==> src/rtl/irq_gate_pkg.sv <==
`timescale 1ns/1ps
package irq_gate_pkg;
  // reasons that hold the branch off; any set bit closes the gate
  typedef struct packed {
    logic alt;
    logic scl;
    logic setq;
    logic aug;
    logic rep;
    logic stall;
    logic wait_t;
  } blk_t;
endpackage

==> src/rtl/irq_cmp_event.sv <==
`timescale 1ns/1ps
module irq_cmp_event #(
  parameter int unsigned NUM_LVL = 3,
  parameter int unsigned CT_W    = 32
) (
  input  logic [NUM_LVL-1:0] ev_i,
  input  logic [NUM_LVL-1:0] sel_cmp_i,
  input  logic [CT_W-1:0]    ct_i,
  input  logic [CT_W-1:0]    ct_cmp_i,
  output logic [NUM_LVL-1:0] ev_o
);
  logic hit;
  assign hit = (ct_i == ct_cmp_i);  // exact match only; a missed instant waits for wrap

  for (genvar k = 0; k < NUM_LVL; k++) begin : g_src
    assign ev_o[k] = sel_cmp_i[k] ? hit : ev_i[k];
  end
endmodule

==> src/rtl/irq_block_gate.sv <==
`timescale 1ns/1ps
module irq_block_gate
  import irq_gate_pkg::*;
#(
  parameter int unsigned WAIT_W = 16
) (
  input  logic              clk_i,
  input  logic              rst_ni,
  input  logic              alt_exec_i,
  input  logic              scl_exec_i,
  input  logic              setq_exec_i,
  input  logic              aug_exec_i,
  input  logic              aug_use_i,
  input  logic              rep_exec_i,
  input  logic              rep_active_i,
  input  logic              stall_exec_i,
  input  logic              stall_active_i,
  input  logic              wait_go_i,
  input  logic [WAIT_W-1:0] wait_len_i,
  output logic              open_o
);
  logic [WAIT_W-1:0] remain_q;
  logic              aug_armed_q;
  blk_t              blk;

  always_ff @(posedge clk_i or negedge rst_ni) begin
    if (!rst_ni) begin
      remain_q <= '0;
    end else if (wait_go_i) begin
      remain_q <= (wait_len_i == '0) ? '0 : wait_len_i - 1'b1;
    end else if (remain_q != '0) begin
      remain_q <= remain_q - 1'b1;
    end
  end

  // prefix stays armed until its consumer executes
  always_ff @(posedge clk_i or negedge rst_ni) begin
    if (!rst_ni) begin
      aug_armed_q <= 1'b0;
    end else if (aug_exec_i) begin
      aug_armed_q <= 1'b1;
    end else if (aug_use_i) begin
      aug_armed_q <= 1'b0;
    end
  end

  always_comb begin
    blk.alt    = alt_exec_i;
    blk.scl    = scl_exec_i;
    blk.setq   = setq_exec_i;
    blk.aug    = aug_exec_i | aug_armed_q;
    blk.rep    = rep_exec_i | rep_active_i;
    blk.stall  = stall_exec_i | stall_active_i;
    blk.wait_t = wait_go_i | (remain_q != '0);
  end

  assign open_o = ~(|blk);

  assert_wait_holds_R6: assert property (@(posedge clk_i) disable iff (!rst_ni)
    (wait_go_i && wait_len_i > 2) |=> !open_o);
  assert_aug_holds_R4: assert property (@(posedge clk_i) disable iff (!rst_ni)
    aug_exec_i |=> !open_o);
  assert_aug_release_R4: assert property (@(posedge clk_i) disable iff (!rst_ni)
    (aug_armed_q && aug_use_i && !aug_exec_i) |=> !aug_armed_q);
endmodule

==> src/rtl/irq_pend_bank.sv <==
`timescale 1ns/1ps
module irq_pend_bank #(
  parameter int unsigned NUM_LVL = 3
) (
  input  logic               clk_i,
  input  logic               rst_ni,
  input  logic [NUM_LVL-1:0] ev_i,
  input  logic [NUM_LVL-1:0] grant_i,
  input  logic [NUM_LVL-1:0] ret_i,
  output logic [NUM_LVL-1:0] pend_o,
  output logic [NUM_LVL-1:0] active_o
);
  for (genvar k = 0; k < NUM_LVL; k++) begin : g_lvl
    logic pend_q, act_q;

    always_ff @(posedge clk_i or negedge rst_ni) begin
      if (!rst_ni) begin
        pend_q <= 1'b0;
        act_q  <= 1'b0;
      end else begin
        pend_q <= (pend_q & ~grant_i[k]) | ev_i[k];  // new event beats the clear
        act_q  <= (act_q & ~ret_i[k]) | grant_i[k];
      end
    end

    assign pend_o[k]   = pend_q;
    assign active_o[k] = act_q;

    assert_pend_hold_R1: assert property (@(posedge clk_i) disable iff (!rst_ni)
      (pend_q && !grant_i[k]) |=> pend_q);
    assert_pend_clear_R8: assert property (@(posedge clk_i) disable iff (!rst_ni)
      (grant_i[k] && !ev_i[k]) |=> !pend_q);
    assert_grant_needs_pend_R7: assert property (@(posedge clk_i) disable iff (!rst_ni)
      grant_i[k] |-> pend_q);
  end
endmodule

==> src/rtl/irq_prio_pick.sv <==
`timescale 1ns/1ps
module irq_prio_pick #(
  parameter int unsigned NUM_LVL = 3,
  parameter int unsigned SEL_W   = $clog2(NUM_LVL + 1)
) (
  input  logic [NUM_LVL-1:0] pend_i,
  input  logic [NUM_LVL-1:0] active_i,
  input  logic               open_i,
  output logic [NUM_LVL-1:0] grant_o,
  output logic [SEL_W-1:0]   vec_sel_o
);
  logic [NUM_LVL-1:0] act_upto;  // some level at or above k is active
  logic [NUM_LVL-1:0] elig;
  logic [NUM_LVL-1:0] taken;     // an eligible level exists at or above k

  for (genvar k = 0; k < NUM_LVL; k++) begin : g_pick
    if (k == 0) begin : g_first
      assign act_upto[k] = active_i[k];
      assign elig[k]     = pend_i[k] & open_i & ~act_upto[k];
      assign grant_o[k]  = elig[k];
      assign taken[k]    = elig[k];
    end else begin : g_rest
      assign act_upto[k] = act_upto[k-1] | active_i[k];
      assign elig[k]     = pend_i[k] & open_i & ~act_upto[k];
      assign grant_o[k]  = elig[k] & ~taken[k-1];
      assign taken[k]    = taken[k-1] | elig[k];
    end
  end

  always_comb begin
    vec_sel_o = '0;
    for (int k = NUM_LVL - 1; k >= 0; k--) begin
      if (grant_o[k]) vec_sel_o = SEL_W'(k + 1);
    end
  end
endmodule

==> src/rtl/irq_gate_arbiter.sv <==
`timescale 1ns/1ps
module irq_gate_arbiter #(
  parameter int unsigned NUM_LVL = 3,
  parameter int unsigned CT_W    = 32,
  parameter int unsigned WAIT_W  = 16,
  localparam int unsigned SEL_W  = $clog2(NUM_LVL + 1)
) (
  input  logic               clk_i,
  input  logic               rst_ni,
  input  logic [NUM_LVL-1:0] ev_i,
  input  logic [NUM_LVL-1:0] ev_sel_cmp_i,
  input  logic [CT_W-1:0]    ct_i,
  input  logic [CT_W-1:0]    ct_cmp_i,
  input  logic               alt_exec_i,
  input  logic               scl_exec_i,
  input  logic               setq_exec_i,
  input  logic               aug_exec_i,
  input  logic               aug_use_i,
  input  logic               rep_exec_i,
  input  logic               rep_active_i,
  input  logic               stall_exec_i,
  input  logic               stall_active_i,
  input  logic               wait_go_i,
  input  logic [WAIT_W-1:0]  wait_len_i,
  input  logic [NUM_LVL-1:0] ret_i,
  output logic [NUM_LVL-1:0] grant_o,
  output logic [SEL_W-1:0]   vec_sel_o,
  output logic               gate_open_o
);
  logic [NUM_LVL-1:0] ev_lvl;
  logic [NUM_LVL-1:0] pend;
  logic [NUM_LVL-1:0] active;
  logic               open;

  irq_cmp_event #(.NUM_LVL(NUM_LVL), .CT_W(CT_W)) u_cmp (
    .ev_i      (ev_i),
    .sel_cmp_i (ev_sel_cmp_i),
    .ct_i      (ct_i),
    .ct_cmp_i  (ct_cmp_i),
    .ev_o      (ev_lvl)
  );

  irq_block_gate #(.WAIT_W(WAIT_W)) u_gate (
    .clk_i          (clk_i),
    .rst_ni         (rst_ni),
    .alt_exec_i     (alt_exec_i),
    .scl_exec_i     (scl_exec_i),
    .setq_exec_i    (setq_exec_i),
    .aug_exec_i     (aug_exec_i),
    .aug_use_i      (aug_use_i),
    .rep_exec_i     (rep_exec_i),
    .rep_active_i   (rep_active_i),
    .stall_exec_i   (stall_exec_i),
    .stall_active_i (stall_active_i),
    .wait_go_i      (wait_go_i),
    .wait_len_i     (wait_len_i),
    .open_o         (open)
  );

  irq_pend_bank #(.NUM_LVL(NUM_LVL)) u_bank (
    .clk_i    (clk_i),
    .rst_ni   (rst_ni),
    .ev_i     (ev_lvl),
    .grant_i  (grant_o),
    .ret_i    (ret_i),
    .pend_o   (pend),
    .active_o (active)
  );

  irq_prio_pick #(.NUM_LVL(NUM_LVL), .SEL_W(SEL_W)) u_pick (
    .pend_i    (pend),
    .active_i  (active),
    .open_i    (open),
    .grant_o   (grant_o),
    .vec_sel_o (vec_sel_o)
  );

  assign gate_open_o = open;

  assert_grant_onehot_R7: assert property (@(posedge clk_i) disable iff (!rst_ni)
    $onehot0(grant_o));
  assert_no_grant_blocked_R3: assert property (@(posedge clk_i) disable iff (!rst_ni)
    (alt_exec_i || scl_exec_i || setq_exec_i) |-> (grant_o == '0));
  assert_block_rep_R5: assert property (@(posedge clk_i) disable iff (!rst_ni)
    (rep_active_i || stall_active_i) |-> !gate_open_o);
  assert_top_mask_R9: assert property (@(posedge clk_i) disable iff (!rst_ni)
    active[0] |-> (grant_o == '0));
  assert_vec_match_R7: assert property (@(posedge clk_i) disable iff (!rst_ni)
    (grant_o != '0) |-> (vec_sel_o != '0));
endmodule

==> config.mk <==
export PLATFORM = sky130hd
export DESIGN_NAME = irq_gate_arbiter
export DESIGN_NICKNAME = d
export VERILOG_FILES = /design/src/rtl/irq_gate_pkg.sv /design/src/rtl/irq_cmp_event.sv /design/src/rtl/irq_block_gate.sv /design/src/rtl/irq_pend_bank.sv /design/src/rtl/irq_prio_pick.sv /design/src/rtl/irq_gate_arbiter.sv
export SDC_FILE = /design/constraint.sdc
export NUM_CORES = 1
export LEC_CHECK = 0
export ABC_CLOCK_PERIOD_IN_PS = 5300
export BUFFER_PORTS_ARGS = -buffer_cell sky130_fd_sc_hd__buf_2
export CAP_MARGIN = 20
export CORE_AREA = 8 8 84 67
export CTS_CLUSTER_SIZE = 28
export DETAILED_ROUTE_END_ITERATION = 16
export DIE_AREA = 0 0 92 75
export GPL_TIMING_DRIVEN = 0
export PLACE_DENSITY = 0.95
export SYNTH_ARGS = -nofsm -noshare
export SYNTH_HDL_FRONTEND = slang
export SYNTH_HIERARCHICAL = 1
export SYNTH_SLANG_ARGS = --single-unit
==> constraint.sdc <==
create_clock -name clk_i -period 5.3 [get_ports clk_i]
set_clock_uncertainty 0.2 [all_clocks]
set_input_delay 1.06 -clock clk_i [delete_from_list [all_inputs] [get_ports clk_i]]
set_output_delay 1.06 -clock clk_i [all_outputs]
set_load 0.05 [all_outputs]
==> impl_metrics.ini <==
[layout]
n_antenna_cell = 0
seq_area_sq_um = 576
drive_gt1_share_pct = 40.5
fin_nets = 441
nFillCells = 357
final_cells = 393
syn_to_final_growth_pct = 32.4
final_common_cell = buf_2
fin_util_pct = 61.9
most-common-layout-cells = 106 x buf_2, 41 x xor2_1, 23 x dfrtp_1, 17 x nor2_1, 15 x inv_1
multi_input_area_sq_um = 1320

[floorplanning]
coreArea_sq_um = 4310
fp-row-count = 21
die_x_um = 92
die-area_sq_um = 6900
fp.dieH_um = 75
ioPinCount = 107
initial_core_util_pct = 46.8

[setup_path]
cpMostUsedCell = buf_2
cp_max_fo = 4
worstSetupStartpointType = input port
crit_family = simple AND/OR/NAND/NOR gates
crit_buf_inv = 2
max_stage_delay_ps = 430
slowest_stage = nor4_2
worstSetupPathType = input port to primary output
arrival_ps = 3020
r2r-start = u_gate/remain_q[7]
setup.worst_path.start = wait_go_i
crit_chain = buf_2 -> nor4b_1 -> nand2_1 -> nor4_2 -> nor4b_4 -> and3b_1 -> buf_2
cp-end-kind = primary output
required_ps = 4040

[sta]
finalSetupViolations = 0
max_slew_margin_pct = 65.9
hold_viol_final = 0
fin_crit_sh_pct = 80.7
period_needed_ps = 4280
fin_ws_ps = 1020
slew_viol_final = 0
worst_pin_slew_ps = 512
clock.fmax_mhz = 234
fin_tns_setup_ps = 0
rsz0062_at_grt = false

[grt]
grt_antenna_before_repair = 0
gr-total-overflow = 0
grt.met3_usage_pct = 4.68
grt_max_degree = 24
grtUsageTotal_pct = 16.5
grt_pass1_vias = 2168
busiest_layer = met2
gr-usage-met2_pct = 29.1
grt_pass1_wl_mm = 9.37
grtUsageMet1_pct = 19.0

[run_status]
status = finished clean

[job]
cap_violations = 0

[worst_hold_path]
hp-class = flip-flop to flip-flop
min_from = u_gate/aug_armed_q

[power]
p_per_area_nw_per_um2 = 170
ir_worst_vdd_v = 0.000104
p_leak_nw = 1.24

[clock_tree]
clockBufferDepth = 2
clock_sinks = 23
insertion_delay_ps = 270
h-tree-depth = 1
cts_tree = done
path_clk_slew_ps = 70
cts_buffers = 3
post-cts-setup-buffer-count = 0
clock-root-buffer = clkbuf_8
ctsHoldBuffers = 0
cts_resized = 0

[drt]
num_vias = 2039
wl_per_cell_um = 15.2
viasPerCell = 5.19
drt_wl_total_mm = 5.99
first_iter_violations = 89
ant_nets = 0
drc = 0
firstDrtPassIters = 4

[yosys]
synth_edf_count = 0
async_flop_share_pct = 100
yosysWarnings = 6
synth_flop_cell = dfrtp_1
synth-seq-cells = 23
syn_avg_cell_area_sq_um = 8.92
syn-num-nets = 330
yosysUniqueCellTypes = 48
synthesis.area_sq_um = 2020
synth_seq_area_share_pct = 28.6
synthCells = 226

[placement]
dp_hpwl_mm = 5.17
port_buffers = 106
dp_worst_setup_slack_ps = 1040
gp_congestion = 0.893
dp.cells = 389
flip-flops by register name, summed over array words and instances, names as in the netlist:
name and flops:
u_gate/aug_armed_q 1, u_bank/g_lvl.pend_q 3, u_gate/remain_q 16, u_bank/g_lvl.act_q 3
Yosys cell counts (2+ instances only):
cell / number / area [sq um]
xor2_1: 41 / 359
dfrtp_1: 23 / 576
nor2_1: 17 / 63.8
inv_1: 15 / 56.3
nor3_1: 12 / 60.1
xnor2_1: 12 / 105
nor4_1: 11 / 68.8
nand2_1: 10 / 37.5
o22ai_1: 9 / 56.3
buf_4: 8 / 60.1
or4_1: 5 / 37.5
or4_4: 5 / 56.3
a21o_1: 4 / 30.0
o31ai_1: 4 / 30.0
or3_1: 4 / 25.0
ha_1: 3 / 37.5
o21ai_1: 3 / 15.0
a21oi_1: 2 / 10.0
a2bb2oi_1: 2 / 17.5
mux2_2: 2 / 22.5
mux2i_1: 2 / 20.0
nand3_1: 2 / 10.0
nand4_1: 2 / 12.5
nor2b_1: 2 / 12.5
nor4b_1: 2 / 17.5
or2_2: 2 / 12.5
worst paths after layout:
check,to,slack (ps),depth (start not counted)
setup reg to reg,u_bank/g_lvl[2].pend_q,2400,7
min in group asynchronous,u_gate/remain_q[9],550,1
max in group asynchronous,u_bank/g_lvl[1].pend_q,4000,1
hold / removal,u_gate/aug_armed_q,280,1
setup / recovery,grant_o[2],1020,7
hold reg to reg,u_gate/aug_armed_q,280,1
power by group:
part | total, mW | leakage [nW] | switching (mW) | internal (mW)
clock | 0.109 | 0.0228 | 0.0556 | 0.0538
sequential | 0.208 | 0.270 | 0.0170 | 0.191
combinational | 0.137 | 0.944 | 0.0658 | 0.0714
layout make-up:
class	count	area share [%]
flip-flops and latches	23	21.6
clock buffers	4	1.69
repair buffers	106	19.9
plain buffers	9	2.39
inverters	16	2.25
well taps	57	2.67
multi-input cells	178	49.6
through the flow:
| stage | instance area, sq um | hold WS, ps | total power, mW |
|---|---|---|---|
| after global placement | 2620 | 259 | 0.340 |
| after floorplan | 2020 | 250 | 0.280 |
| after global routing | 2670 | 292 | 0.480 |
| after CTS | 2670 | 286 | 0.457 |
| after detailed placement | 2620 | 266 | 0.347 |
| final | 2670 | 284 | 0.454 |
routing by layer:
| metal | vias up | share of wire (%) |
|---|---|---|
| li1 | 1023 | - |
| met1 | 926 | 40 |
| met2 | 75 | 51 |
| met3 | 15 | 7.6 |
| met4 | 0 | 1.8 |
| met5 | - | 0 |
worst reg2reg max path, stage by stage (launching register included):
cell	delay [ps]
dfrtp_1	430
or4_4	580
or3_4	380
nor4_2	440
nor4b_4	320
and3b_1	220
inv_1	60
a21o_1	170
cell families (layout without fill, tap and decap cells):
logic type / Yosys count / in the layout / share of synthesized area, %
flops: 23 / 23 / 28.6
buf+inv: 25 / 135 / 6.14
mux: 4 / 4 / 2.11
xor+xnor: 53 / 53 / 23.0
fa+ha+maj: 3 / 3 / 1.86
compound gates: 33 / 33 / 12.3
simple gates: 85 / 85 / 26.0
(Power assumes the default switching activity.)
